--- src/rtl/tmr_pkg.sv ---
package tmr_pkg;
  typedef enum logic [1:0] {
    ACT_HOLD   = 2'b00,
    ACT_TOGGLE = 2'b01,
    ACT_LOW    = 2'b10,
    ACT_HIGH   = 2'b11
  } pin_act_e;
endpackage

--- src/rtl/tmr_free_cnt.sv ---
module tmr_free_cnt #(
  parameter int unsigned CNT_W = 16
) (
  input  logic             clk_i,
  input  logic             rst_ni,
  output logic [CNT_W-1:0] cnt_o
);
  logic [CNT_W-1:0] cnt_q;

  always_ff @(posedge clk_i or negedge rst_ni) begin
    if (!rst_ni) cnt_q <= '0;
    else         cnt_q <= cnt_q + 1'b1;
  end

  assign cnt_o = cnt_q;

  p_cnt_step_r1: assert property (@(posedge clk_i) disable iff (!rst_ni)
    1'b1 |=> cnt_q == $past(cnt_q) + 1'b1);
endmodule

--- src/rtl/tmr_edge_det.sv ---
module tmr_edge_det (
  input  logic clk_i,
  input  logic rst_ni,
  input  logic pin_i,
  input  logic en_i,
  input  logic rise_en_i,
  input  logic fall_en_i,
  output logic evt_o
);
  logic prev_q;

  always_ff @(posedge clk_i or negedge rst_ni) begin
    if (!rst_ni) prev_q <= 1'b0;
    else         prev_q <= pin_i;
  end

  assign evt_o = en_i && ((rise_en_i && pin_i && !prev_q) ||
                          (fall_en_i && !pin_i && prev_q));

  p_evt_needs_change_r8: assert property (@(posedge clk_i) disable iff (!rst_ni)
    evt_o |-> (pin_i != prev_q));
endmodule

--- src/rtl/tmr_cmp_chan.sv ---
module tmr_cmp_chan
  import tmr_pkg::*;
#(
  parameter int unsigned CNT_W   = 16,
  parameter bit          HAS_PIN = 1'b1
) (
  input  logic             clk_i,
  input  logic             rst_ni,
  input  logic [CNT_W-1:0] cnt_i,
  input  logic             cmp_en_i,
  input  logic             wr_en_i,
  input  logic [CNT_W-1:0] wr_data_i,
  input  logic             cap_ld_i,
  input  logic             flag_clr_i,
  input  pin_act_e         act_i,
  output logic [CNT_W-1:0] val_o,
  output logic             flag_o,
  output logic             pin_o
);
  logic [CNT_W-1:0] val_q;
  logic             flag_q;
  logic             match;

  assign match = cmp_en_i && (val_q == cnt_i);

  always_ff @(posedge clk_i or negedge rst_ni) begin
    if (!rst_ni)       val_q <= '1;
    else if (cap_ld_i) val_q <= cnt_i;
    else if (wr_en_i)  val_q <= wr_data_i;
  end

  // set beats clear
  always_ff @(posedge clk_i or negedge rst_ni) begin
    if (!rst_ni)                 flag_q <= 1'b0;
    else if (match || cap_ld_i)  flag_q <= 1'b1;
    else if (flag_clr_i)         flag_q <= 1'b0;
  end

  assign val_o  = val_q;
  assign flag_o = flag_q;

  generate
    if (HAS_PIN) begin : g_pin
      logic pin_q;
      always_ff @(posedge clk_i or negedge rst_ni) begin
        if (!rst_ni) pin_q <= 1'b0;
        else if (match) begin
          unique case (act_i)
            ACT_TOGGLE: pin_q <= ~pin_q;
            ACT_LOW:    pin_q <= 1'b0;
            ACT_HIGH:   pin_q <= 1'b1;
            default:    pin_q <= pin_q;
          endcase
        end
      end
      assign pin_o = pin_q;

      p_pin_high_r6: assert property (@(posedge clk_i) disable iff (!rst_ni)
        (match && act_i == ACT_HIGH) |=> pin_q);
      p_pin_low_r6: assert property (@(posedge clk_i) disable iff (!rst_ni)
        (match && act_i == ACT_LOW) |=> !pin_q);
      p_pin_hold_r6: assert property (@(posedge clk_i) disable iff (!rst_ni)
        !match |=> $stable(pin_q));
      p_toggle_every_r7: assert property (@(posedge clk_i) disable iff (!rst_ni)
        (match && act_i == ACT_TOGGLE) |=> pin_q != $past(pin_q));
    end else begin : g_nopin
      logic unused_act;
      assign unused_act = ^act_i;
      assign pin_o = 1'b0;
    end
  endgenerate

  p_match_flag_r3: assert property (@(posedge clk_i) disable iff (!rst_ni)
    match |=> flag_q);
  p_clear_r4: assert property (@(posedge clk_i) disable iff (!rst_ni)
    (flag_clr_i && !match && !cap_ld_i) |=> !flag_q);
  p_cap_load_r8: assert property (@(posedge clk_i) disable iff (!rst_ni)
    cap_ld_i |=> (val_q == $past(cnt_i)) && flag_q);
endmodule

--- src/rtl/tmr_cmp_bank.sv ---
module tmr_cmp_bank
  import tmr_pkg::*;
#(
  parameter int unsigned NUM_OC = 4,
  parameter int unsigned CNT_W  = 16,
  parameter int unsigned AW     = 4
) (
  input  logic              clk_i,
  input  logic              rst_ni,
  input  logic              bus_we_i,
  input  logic [AW-1:0]     bus_addr_i,
  input  logic [CNT_W-1:0]  bus_wdata_i,
  output logic [CNT_W-1:0]  bus_rdata_o,
  input  logic              cap_pin_i,
  output logic [NUM_OC-1:0] pin_o,
  output logic              irq_o
);
  localparam int unsigned NUM_CH  = NUM_OC + 1;
  localparam int unsigned NUM_PIN = NUM_OC;
  localparam int unsigned DUAL    = NUM_OC;
  localparam int unsigned CTL_W   = 2 * NUM_PIN;
  localparam logic [AW-1:0] A_CNT = AW'(NUM_CH);
  localparam logic [AW-1:0] A_FLG = AW'(NUM_CH + 1);
  localparam logic [AW-1:0] A_MSK = AW'(NUM_CH + 2);
  localparam logic [AW-1:0] A_CTL = AW'(NUM_CH + 3);
  localparam logic [AW-1:0] A_MOD = AW'(NUM_CH + 4);

  logic [CNT_W-1:0]  cnt;
  logic [CNT_W-1:0]  vals [NUM_CH];
  logic [NUM_CH-1:0] flags;
  logic [NUM_CH-1:0] pins_w;
  logic [NUM_CH-1:0] mask_q;
  logic [CTL_W-1:0]  ctl_q;
  logic [2:0]        mode_q;
  logic              cap_mode;
  logic              cap_evt;
  logic [NUM_CH-1:0] clr_vec;

  assign cap_mode = mode_q[0];
  assign clr_vec  = (bus_we_i && bus_addr_i == A_FLG) ? bus_wdata_i[NUM_CH-1:0] : '0;

  always_ff @(posedge clk_i or negedge rst_ni) begin
    if (!rst_ni) begin
      mask_q <= '0;
      ctl_q  <= '0;
      mode_q <= '0;
    end else if (bus_we_i) begin
      if (bus_addr_i == A_MSK) mask_q <= bus_wdata_i[NUM_CH-1:0];
      if (bus_addr_i == A_CTL) ctl_q  <= bus_wdata_i[CTL_W-1:0];
      if (bus_addr_i == A_MOD) mode_q <= bus_wdata_i[2:0];
    end
  end

  tmr_free_cnt #(.CNT_W(CNT_W)) u_cnt (
    .clk_i (clk_i),
    .rst_ni(rst_ni),
    .cnt_o (cnt)
  );

  tmr_edge_det u_edge (
    .clk_i    (clk_i),
    .rst_ni   (rst_ni),
    .pin_i    (cap_pin_i),
    .en_i     (cap_mode),
    .rise_en_i(mode_q[1]),
    .fall_en_i(mode_q[2]),
    .evt_o    (cap_evt)
  );

  generate
    for (genvar c = 0; c < NUM_CH; c++) begin : g_ch
      localparam bit IS_DUAL = (c == DUAL);
      pin_act_e act;
      logic     wr_en;
      logic     cmp_en;
      logic     cap_ld;

      if (c == 0) begin : g_act0
        assign act = ACT_HOLD;
      end else begin : g_actn
        assign act = pin_act_e'(ctl_q[2*(c-1) +: 2]);
      end

      assign cmp_en = !(IS_DUAL && cap_mode);
      assign wr_en  = bus_we_i && (bus_addr_i == AW'(c)) && cmp_en;
      assign cap_ld = IS_DUAL && cap_evt;

      tmr_cmp_chan #(.CNT_W(CNT_W), .HAS_PIN(c != 0)) u_ch (
        .clk_i     (clk_i),
        .rst_ni    (rst_ni),
        .cnt_i     (cnt),
        .cmp_en_i  (cmp_en),
        .wr_en_i   (wr_en),
        .wr_data_i (bus_wdata_i),
        .cap_ld_i  (cap_ld),
        .flag_clr_i(clr_vec[c]),
        .act_i     (act),
        .val_o     (vals[c]),
        .flag_o    (flags[c]),
        .pin_o     (pins_w[c])
      );
    end
  endgenerate

  logic unused_pin0;
  assign unused_pin0 = pins_w[0];
  assign pin_o       = pins_w[NUM_CH-1:1];
  assign irq_o       = |(flags & mask_q);

  always_comb begin
    bus_rdata_o = '0;
    for (int c = 0; c < NUM_CH; c++) begin
      if (bus_addr_i == AW'(c)) bus_rdata_o = vals[c];
    end
    if (bus_addr_i == A_CNT) bus_rdata_o = cnt;
    if (bus_addr_i == A_FLG) bus_rdata_o = CNT_W'(flags);
    if (bus_addr_i == A_MSK) bus_rdata_o = CNT_W'(mask_q);
    if (bus_addr_i == A_CTL) bus_rdata_o = CNT_W'(ctl_q);
    if (bus_addr_i == A_MOD) bus_rdata_o = CNT_W'(mode_q);
  end

  p_cap_wr_ignored_r9: assert property (@(posedge clk_i) disable iff (!rst_ni)
    (cap_mode && bus_we_i && bus_addr_i == AW'(DUAL) && !cap_evt) |=> $stable(vals[DUAL]));
  p_cap_pin_hold_r9: assert property (@(posedge clk_i) disable iff (!rst_ni)
    cap_mode |=> $stable(pin_o[NUM_PIN-1]));
  p_irq_flag_r5: assert property (@(posedge clk_i) disable iff (!rst_ni)
    (flags == '0) |-> !irq_o);
endmodule

--- config.mk ---
export PLATFORM = sky130hd
export DESIGN_NAME = tmr_cmp_bank
export DESIGN_NICKNAME = d
export VERILOG_FILES = /design/src/rtl/tmr_pkg.sv /design/src/rtl/tmr_free_cnt.sv /design/src/rtl/tmr_edge_det.sv /design/src/rtl/tmr_cmp_chan.sv /design/src/rtl/tmr_cmp_bank.sv
export SDC_FILE = /design/constraint.sdc
export NUM_CORES = 1
export LEC_CHECK = 0
export BUFFER_PORTS_ARGS = -buffer_cell sky130_fd_sc_hd__buf_2
export CORE_UTILIZATION = 35
export CTS_BUF_LIST = sky130_fd_sc_hd__clkbuf_4
export DETAILED_ROUTE_END_ITERATION = 10
export GPL_TIMING_DRIVEN = 0
export MAX_ROUTING_LAYER = met4
export PLACE_DENSITY = 0.62
export SLEW_MARGIN = 10
export SYNTH_ARGS = -nofsm -noshare
export SYNTH_HDL_FRONTEND = slang
export SYNTH_SLANG_ARGS = --single-unit
--- constraint.sdc ---
create_clock -name clk_i -period 4.6 [get_ports clk_i]
set_input_delay 0.69 -clock clk_i [delete_from_list [all_inputs] [get_ports clk_i]]
set_output_delay 0.69 -clock clk_i [all_outputs]
set_load 0.02 [all_outputs]
==> impl_metrics.toml, run 1 <==
[outcome]
status = "completed"

[synth]
synth-seq-area-share_pct = 44.48
yosys_warnings = 0
synthesis.nets = 673
synth.distinct_cells = 60
syn_inst = 648
yosysTopAreaCell = "dfstp_2"
synth.top_cell.area_share_pct = 29.65
synth-async-reset-ratio_pct = 100.0
syn_area_um2 = 7089
ys.flop_type = "dfstp_2"
yosys-top-cells-area = "dfstp_2, dfrtp_1, mux2_1"
ys_ff_latch = 122
syn_avg_cell_area_um2 = 10.94
synth_edf_count = 0

[worst_hold_path]
min_path_cells = 1
worstHoldStart = "cap_pin_i"
hold_path_class = "in -> reg"

[die]
fp.dieH_um = 144.3
initial_core_util_pct = 36.07
core_area_um2 = 19650
rows = 51
dieArea_um2 = 20830
ios = 45
die_w_um = 144.3

[clock_tree]
hold_buffers = 1
clk_latency_ns = 0.58
h-tree-depth = 4
cts_resized = 0
cts_setup_buffers = 0
cts_root_buf = "clkbuf_4"
cts_tree = "yes"
path_clk_slew_ns = 0.12
cts_buffers = 17
cts_max_path_buffers = 2
clock_sinks = 122

[route]
drc_errors = 0
via_per_inst = 5.557
first_pass_iters = 5
vias = 5496
drtIter0Drc = 392
wl_mm = 21.71
ant_nets = 0
wl_per_cell_um = 21.96

[worst_setup_path]
reg2reg_slack_ns = 2.19
critPathArrivalTime_ns = 2.50
r2r_cells = 6
rr_startpoint = "u_cnt.cnt_o[1]"
crit_path_end = "bus_rdata_o[6]"
reg2reg_to = "g_ch[3].u_ch.pin_o"
cp-end-kind = "output port"
cp-startpoint = "bus_addr_i[2]"
start_kind = "input port"
path_class = "in -> out"
cp_max_fo = 10
crit_required_ns = 3.91

[run]
maxCapViolations = 0

[timing]
fin_ws_ns = 1.411
post-route-min-period_ns = 3.189
slew_headroom_pct = 49.35
worst_pin_slew_ns = 0.7597
finalSetupViolations = 0
rsz0062_at_grt = "no"
skew_ns = 0.02705
hold_viol_final = 0
fin_crit_sh_pct = 69.32
fin_tns_setup_ns = 0
maxSlewViolCount = 0
timing.fmax_mhz = 313.6

[global_route]
grt_pass1_vias = 5418
gr-total-overflow = 0
grt_first_pass_wirelength_mm = 33.10
grt_max_degree = 90
antenna_found_initial = 1
grt_usage_pct = 22.80

[placed_design]
dp_hpwl_mm = 15.53
port_buffers = 41
place.gp.congestion = 0.9077
pre_cts_ws_ns = 1.473

[power_and_ir_drop]
p_leak_nw = 3.486
power_density_nw_per_um2 = 413.1
max-vdd-ir-drop_v = 0.0001483

[layout]
fill_cells = 1967
final_nets = 735
area_growth_pct = 11.81
regArea_um2 = 3153
drive_gt1_share_pct = 28.35
multi_input_area_um2 = 3645
## per-layer routing
layer / GRT usage (%) / share of wire (%) / up-vias
li1: - / - / 2458
met1: 29.14 / 43 / 2742
met2: 33.68 / 46 / 241
met3: 4.967 / 6.7 / 55
met4: 12.08 / 4.5 / 0
met5: - / 0 / -
## metrics by stage
step	utilization [%]	area (um^2)	instances	power [mW]	hold slack, ns
after floorplan	-	7089	648	2.234	0.3944
final	40.33	7926	989	3.275	0.2376
after global placement	38.80	7626	954	2.529	0.4780
after CTS	40.32	7924	988	3.279	0.2152
after detailed placement	38.97	7660	955	2.550	0.4847
after global routing	40.33	7926	989	3.436	0.2130
## sequential cells by signal, indices dropped and copies added, names as in the netlist
| name | cells |
|---|---|
| u_edge.prev_q | 1 |
| mode_q | 3 |
| ctl_q | 8 |
| g_ch.u_ch.pin_o | 4 |
| g_ch.u_ch.val_o | 80 |
| g_ch.u_ch.flag_o | 5 |
| mask_q | 5 |
| u_cnt.cnt_o | 16 |
## logic make-up after synthesis
group,Yosys count,share of synthesized area (%)
simple gates,163,12.27
xor+xnor,94,11.61
buf+inv,59,4.112
fa+ha+maj,1,0.1765
flops,122,44.48
mux,101,16.70
compound gates,108,10.66
## area by class of cell
cell class / instances / share of cell area [%]
inverter: 8 / 0.3788
clock buffer: 17 / 1.610
antenna: 1 / 0.03157
timing repair buffer: 43 / 3.141
multi-input combinational: 467 / 45.98
sequential: 122 / 39.78
tap: 265 / 4.183
buffer: 51 / 3.299
clock inverter: 15 / 1.594
## Yosys cell counts (all sizes together) (9+ instances only)
library cell / number
a21oi: 14
o21ai: 17
xor2: 73
mux2: 78
dfstp: 80
nor2b: 10
o22ai: 25
clkbuf: 18
dfrtp: 42
nand4: 9
a22oi: 11
mux2i: 17
nor4: 16
nand2: 32
nor2: 52
xnor2: 21
nand3: 15
buf: 33
## how the worst min path moves through the flow
stage	to	slack (ns)
floorplan	ctl_q[0]	0.39
global placement	u_cnt.cnt_o[1]	0.48
detailed placement	u_cnt.cnt_o[1]	0.48
CTS	u_edge.prev_q	0.22
global route	u_edge.prev_q	0.21
finish	u_edge.prev_q	0.24
## worst max-delay path, stage by stage
cell	delay (ns)
buf_2	0.13
nor2b_1	0.20
clkbuf_1	0.49
nand2_1	0.38
nand2_1	0.21
a32o_1	0.22
buf_2	0.18
## cells in the final DEF (no fill, tap or decap), types with 13 or more instances in the layout
master	Yosys	layout
nor2_1	49	49
o22ai_1	25	25
nand2_1	32	32
clkbuf_1	18	18
nor4_1	16	16
dfrtp_1	42	42
mux2_1	75	75
mux2i_1	17	17
a21oi_1	13	13
nand3_1	13	13
xnor2_1	21	21
dfstp_2	80	80
clkbuf_4	0	17
xor2_1	73	73
buf_2	20	60
## report_power, final
part | internal, mW | total [mW] | switching, mW
clock network | 0.266 | 0.723 | 0.457
registers | 1.47 | 1.74 | 0.266
logic | 0.375 | 0.811 | 0.436
total | 2.12 | 3.27 | 1.16
Power figures use the tool's default switching activity.
==> inputs of run 2 (changes only) <==
- ABC_AREA: unset -> 1
- clock period: 4.6 -> 3.3 ns (I/O delays scaled with it)
==> run 2 against run 1 <==
Count of clock-buffer cells in the layout is 5 higher. Sequential share of layout area rose by 0.91 points. Critical path depth up 3. Clock skew decreased by 0.0087 ns. Synthesized area is 2.2% lower. Critical endpoint is now bus_rdata_o[12]. Largest power group unchanged.
==> impl_metrics.toml, run 2 <==
[layout]
area_growth_pct = 11.78
final_nets = 980
n_antenna_cell = 0
final_common_cell = "nand2_1"
final_cell_mix = "nand2_1, o21ai_0, dfstp_2, inv_1"
fill_cells = 2029
multi_input_area_um2 = 3239
drive_gt1_share_pct = 21.92
fin_util_pct = 39.82
stdcell_count = 1232
regArea_um2 = 3153
largest_reg_flops = 80

[power_and_ir_drop]
p_total_mw = 4.192
max-vdd-ir-drop_v = 0.0001618
p_leak_nw = 3.503
power_density_nw_per_um2 = 540.9
clockPowerShare_pct = 22.2
combinationalPowerShare_pct = 23.3
internal-power_mw = 2.777
power_frac_seq_pct = 54.5
switching_power_mw = 1.415
p_sw_share_pct = 33.76

[worst_setup_path]
critPathArrivalTime_ns = 2.12
path_class = "in -> out"
cp-end-kind = "output port"
path_cells = "buf_2 -> inv_2 -> nand2_1 -> nor2_2 -> buf_2 -> nand2_1 -> nand3_1 -> a21oi_1 -> a22oi_1 -> buf_2"
critPathTopFamily = "buffers and inverters"
cp_max_fo = 10
crit_top_cell = "buf_2"
critPathMaxStageDelay_ns = 0.31
critPathBufInv = 4
start_kind = "input port"
crit_required_ns = 2.80
crit_slowest_cell = "nor2_2"

[route]
first_pass_iters = 6
ant_nets = 0
drc_errors = 0
vias = 6206
wl_mm = 21.05
via_per_inst = 5.037
drtIter0Drc = 436
wl_per_cell_um = 17.09

[synth]
synth.top_cell.area_share_pct = 30.32
yosys.area_share.simple_pct = 24.76
synth-async-reset-ratio_pct = 100.0
synth_xor_area_share_pct = 8.970
syn_avg_cell_area_um2 = 7.781
yosys_warnings = 0
synth_fa_ha_area_share_pct = 0.1805
synth_common_cells = "nand2_1, o21ai_0, dfstp_2, inv_1, nor2_1"
yosysTopAreaCell = "dfstp_2"
synth_top_family_by_area = "simple AND/OR/NAND/NOR gates"
synthesis.nets = 916
syn_area_um2 = 6933
syn_inst = 891
ys_ff_latch = 122
synth_compound_area_share_pct = 12.81
synth.distinct_cells = 34
synth.area.mux_share_pct = 0
yosys-top-cells-area = "dfstp_2, dfrtp_1, nand2_1"
synth.most_common_cell = "nand2_1"
synth-seq-area-share_pct = 45.48
ys.flop_type = "dfstp_2"
synth_edf_count = 0

[clock_tree]
clock_sinks = 122
cts_setup_buffers = 0
clk_latency_ns = 0.56
h-tree-depth = 4
cts_max_path_buffers = 2
cts_resized = 0
cts_buffers = 17
cts_tree = "yes"
path_clk_slew_ns = 0.10
cts_root_buf = "clkbuf_4"

[timing]
rsz0062_at_grt = "no"
worst_hold_slack_ns = 0.06894
slew_headroom_pct = 53.38
worst_pin_slew_ns = 0.6993
hold_viol_final = 0
maxSlewViolCount = 0
post-route-min-period_ns = 2.611
fin_tns_setup_ns = 0
timing.fmax_mhz = 383.0
finalSetupViolations = 0
fin_crit_sh_pct = 79.12
skew_ns = 0.01832

[worst_hold_path]
hold_path_class = "in -> reg"

[die]
dieArea_um2 = 20370
fp.dieH_um = 142.7
initial_core_util_pct = 35.62
ios = 45
core_area_um2 = 19460
die_w_um = 142.7
rows = 51

[placed_design]
dp_hpwl_mm = 15.79
place.gp.congestion = 0.9288
port_buffers = 43
place_inst = 1200

[global_route]
grt_first_pass_wirelength_mm = 32.06
grt_pass1_vias = 5723
grt_max_degree = 70
gr-total-overflow = 0
grt_usage_pct = 22.07
antenna_found_initial = 0

[run]
maxCapViolations = 0

[outcome]
status = "completed"
-- run 2: changes by cell type after synthesis, sizes merged, moves of 21 or more --
cell | previous run | this run
a21oi | 14 | 35
inv | 8 | 84
mux2 | 78 | 0
nand2 | 32 | 258
o21ai | 17 | 106
xnor2 | 21 | 43
xor2 | 73 | 28
-- run 2: timing repair --
action	4_1_cts	5_1_grt
endpoints found under the hold margin	40	0
hold buffers	1	0
setup endpoints to repair	0	0
-- run 2: cell families after synthesis --
group / after synthesis
AOI/OAI and AO/OA: 168
xor gates and xnor gates: 71
adders and majority gates: 1
buffers and inverters: 126
DFF: 122
and+or+nand+nor: 403
-- run 2: power by group through the flow --
stage / Combinational (mW) / Sequential [mW] / Clock, mW
4_1_cts: 0.978 / 2.28 / 0.949
3_5_place_dp: 0.974 / 2.30 / 0
6_report: 0.977 / 2.28 / 0.932
2_1_floorplan: 0.715 / 2.21 / 0
5_1_grt: 1.10 / 2.33 / 0.999
3_3_place_gp: 0.947 / 2.29 / 0
-- run 2: stage by stage --
stage               setup WS [ns]  cell area (um^2)
floorplan                   1.252              6933
global placement           0.1183              7480
detailed placement         0.7006              7513
CTS                        0.6990              7750
global route               0.5053              7750
finish                     0.6890              7750
-- run 2: layout make-up --
type	instances	share of cell area (%)
Buffer	42	2.906
Clock buffer	22	2.131
Clock inverter	9	0.7911
Inverter	84	4.068
Multi-Input combinational cell	643	41.80
Sequential cell	122	40.68
Tap cell	265	4.278
Timing Repair Buffer	45	3.342
-- run 2: worst paths after layout --
path | startpoint | end | slack (ns) | cells past startpoint
max in group asynchronous | rst_ni | g_ch[1].u_ch.val_o[8] | 2.05 | 3
max | bus_addr_i[2] | bus_rdata_o[12] | 0.69 | 10
min reg2reg | g_ch[0].u_ch.val_o[11] | g_ch[0].u_ch.val_o[11] | 0.50 | 2
max reg2reg | mode_q[1] | g_ch[4].u_ch.val_o[7] | 1.39 | 6
min | cap_pin_i | u_edge.prev_q | 0.07 | 1
min in group asynchronous | rst_ni | g_ch[2].u_ch.flag_o | 0.46 | 2
-- run 2: per-layer routing --
layer	track usage [%]	vias to the layer above	part of all wire, %
li1	-	3011	-
met1	29.69	2943	46
met2	33.46	217	46
met3	3.353	35	5.0
met4	8.319	0	2.6
met5	-	-	0
==> inputs of run 3 (changes only) <==
- clock period: 3.3 -> 2.7 ns (I/O delays scaled with it)
==> run 3 against run 2 <==
Global-route usage about the same. Sequential share of layout area decreased by 0.052 points. Worst setup slack lost 0.42 ns. Count of clock-buffer cells in the layout unchanged. First-iteration DRC count grew 8.9%. Utilization up 0.051 points. Largest cell class unchanged.
==> impl_metrics.toml, run 3 (synthesized netlist as in run 2, its figures left out) <==
[outcome]
status = "completed"

[layout]
area_growth_pct = 11.93
final_cell_mix = "nand2_1, o21ai_0, dfstp_2, inv_1"
regArea_um2 = 3153
final_common_cell = "nand2_1"
drive_gt1_share_pct = 21.90
multi_input_area_um2 = 3239
final_nets = 981
n_antenna_cell = 0
fill_cells = 2028
largest_reg_flops = 80

[route]
vias = 6237
drc_errors = 0
drtIter0Drc = 475
wl_mm = 21.03
first_pass_iters = 7
ant_nets = 0
wl_per_cell_um = 17.06
via_per_inst = 5.058

[clock_tree]
cts_resized = 0
clk_latency_ns = 0.56
cts_root_buf = "clkbuf_4"
cts_max_path_buffers = 2
cts_tree = "yes"
clock_sinks = 122
h-tree-depth = 4
cts_setup_buffers = 0
path_clk_slew_ns = 0.10
cts_buffers = 17

[global_route]
gr-total-overflow = 0
antenna_found_initial = 0
grt_pass1_vias = 5719
grt_first_pass_wirelength_mm = 32.05
grt_max_degree = 70
grt_usage_pct = 22.06

[worst_setup_path]
critPathArrivalTime_ns = 2.03
cp-end-kind = "output port"
start_kind = "input port"
path_class = "in -> out"
cp_max_fo = 10
crit_required_ns = 2.30

[power_and_ir_drop]
internal-power_mw = 3.395
max-vdd-ir-drop_v = 0.0001942
power_frac_seq_pct = 54.5
switching_power_mw = 1.728
p_leak_nw = 3.508
power_density_nw_per_um2 = 660.2
combinationalPowerShare_pct = 23.3
clockPowerShare_pct = 22.2
p_sw_share_pct = 33.72

[timing]
rsz0062_at_grt = "no"
finalSetupViolations = 0
post-route-min-period_ns = 2.434
worst_pin_slew_ns = 0.6893
fin_crit_sh_pct = 90.16
skew_ns = 0.01784
maxSlewViolCount = 0
timing.fmax_mhz = 410.8
fin_ws_ns = 0.2658
fin_tns_setup_ns = 0
slew_headroom_pct = 54.05
hold_viol_final = 0

[worst_hold_path]
hold_path_class = "in -> reg"

[die]
initial_core_util_pct = 35.62
core_area_um2 = 19460
ios = 45
dieArea_um2 = 20370
rows = 51
fp.dieH_um = 142.7
die_w_um = 142.7

[placed_design]
dp_hpwl_mm = 15.79
port_buffers = 43
place.gp.congestion = 0.9288
pre_cts_ws_ns = 0.2806

[run]
maxCapViolations = 0
## run 3: worst max-delay path, cell delays in order
cell and delay, ns:
buf_2 0.13, inv_2 0.06, nand2_1 0.11, nor2_2 0.31, buf_2 0.31, nand2_1 0.08, nand3_1 0.13, a21oi_1 0.07
a22oi_1 0.21, buf_2 0.21
## run 3: area by class of cell
| cell class | count | share of cell area, % |
|---|---|---|
| multi-input combinational | 643 | 41.74 |
| sequential | 122 | 40.63 |
| tap | 265 | 4.273 |
| inverter | 84 | 4.063 |
| timing repair buffer | 46 | 3.467 |
| buffer | 42 | 2.902 |
| clock buffer | 22 | 2.128 |
| clock inverter | 9 | 0.7901 |
## run 3: final timing paths
path / slack [ns] / to / cells past startpoint / from
worst max-delay path: 0.27 / bus_rdata_o[12] / 10 / bus_addr_i[2]
worst min-delay path: 0.14 / g_ch[4].u_ch.val_o[4] / 3 / bus_wdata_i[4]
worst max register to register: 0.80 / g_ch[4].u_ch.val_o[11] / 6 / mode_q[1]
worst min register to register: 0.50 / g_ch[2].u_ch.pin_o / 2 / g_ch[2].u_ch.pin_o
max in group asynchronous: 1.55 / g_ch[2].u_ch.val_o[9] / 3 / rst_ni
min in group asynchronous: 0.38 / mode_q[2] / 2 / rst_ni
## run 3: stage by stage
stage,area [um^2],util (%),std cells,hold WS [ns],power (mW)
after global placement,7480,38.43,1199,0.4779,3.958
after CTS,7760,39.87,1233,0.1251,5.136
after global routing,7760,39.87,1233,0.1382,5.410
after detailed placement,7513,38.61,1200,0.4109,3.997
after floorplan,6933,-,891,0.1094,3.573
final,7760,39.87,1233,0.1435,5.123
## run 3: per-layer routing
metal	track usage, %	wire [um]
met3	3.353	1319
met2	33.46	9713
met4	8.319	541
met5	-	0
met1	29.67	9454
## run 3: power groups by stage
stage	Clock (mW)	Sequential, mW	Combinational, mW
after floorplan	0	2.70	0.873
after global placement	0	2.80	1.16
after detailed placement	0	2.81	1.19
after CTS	1.16	2.78	1.20
after global routing	1.22	2.84	1.35
final	1.14	2.79	1.20
## run 3: what timing repair did
item	4_1_cts	5_1_grt
endpoints found under the setup margin	0	0
endpoints found under the hold margin	41	0
hold buffers	2	0
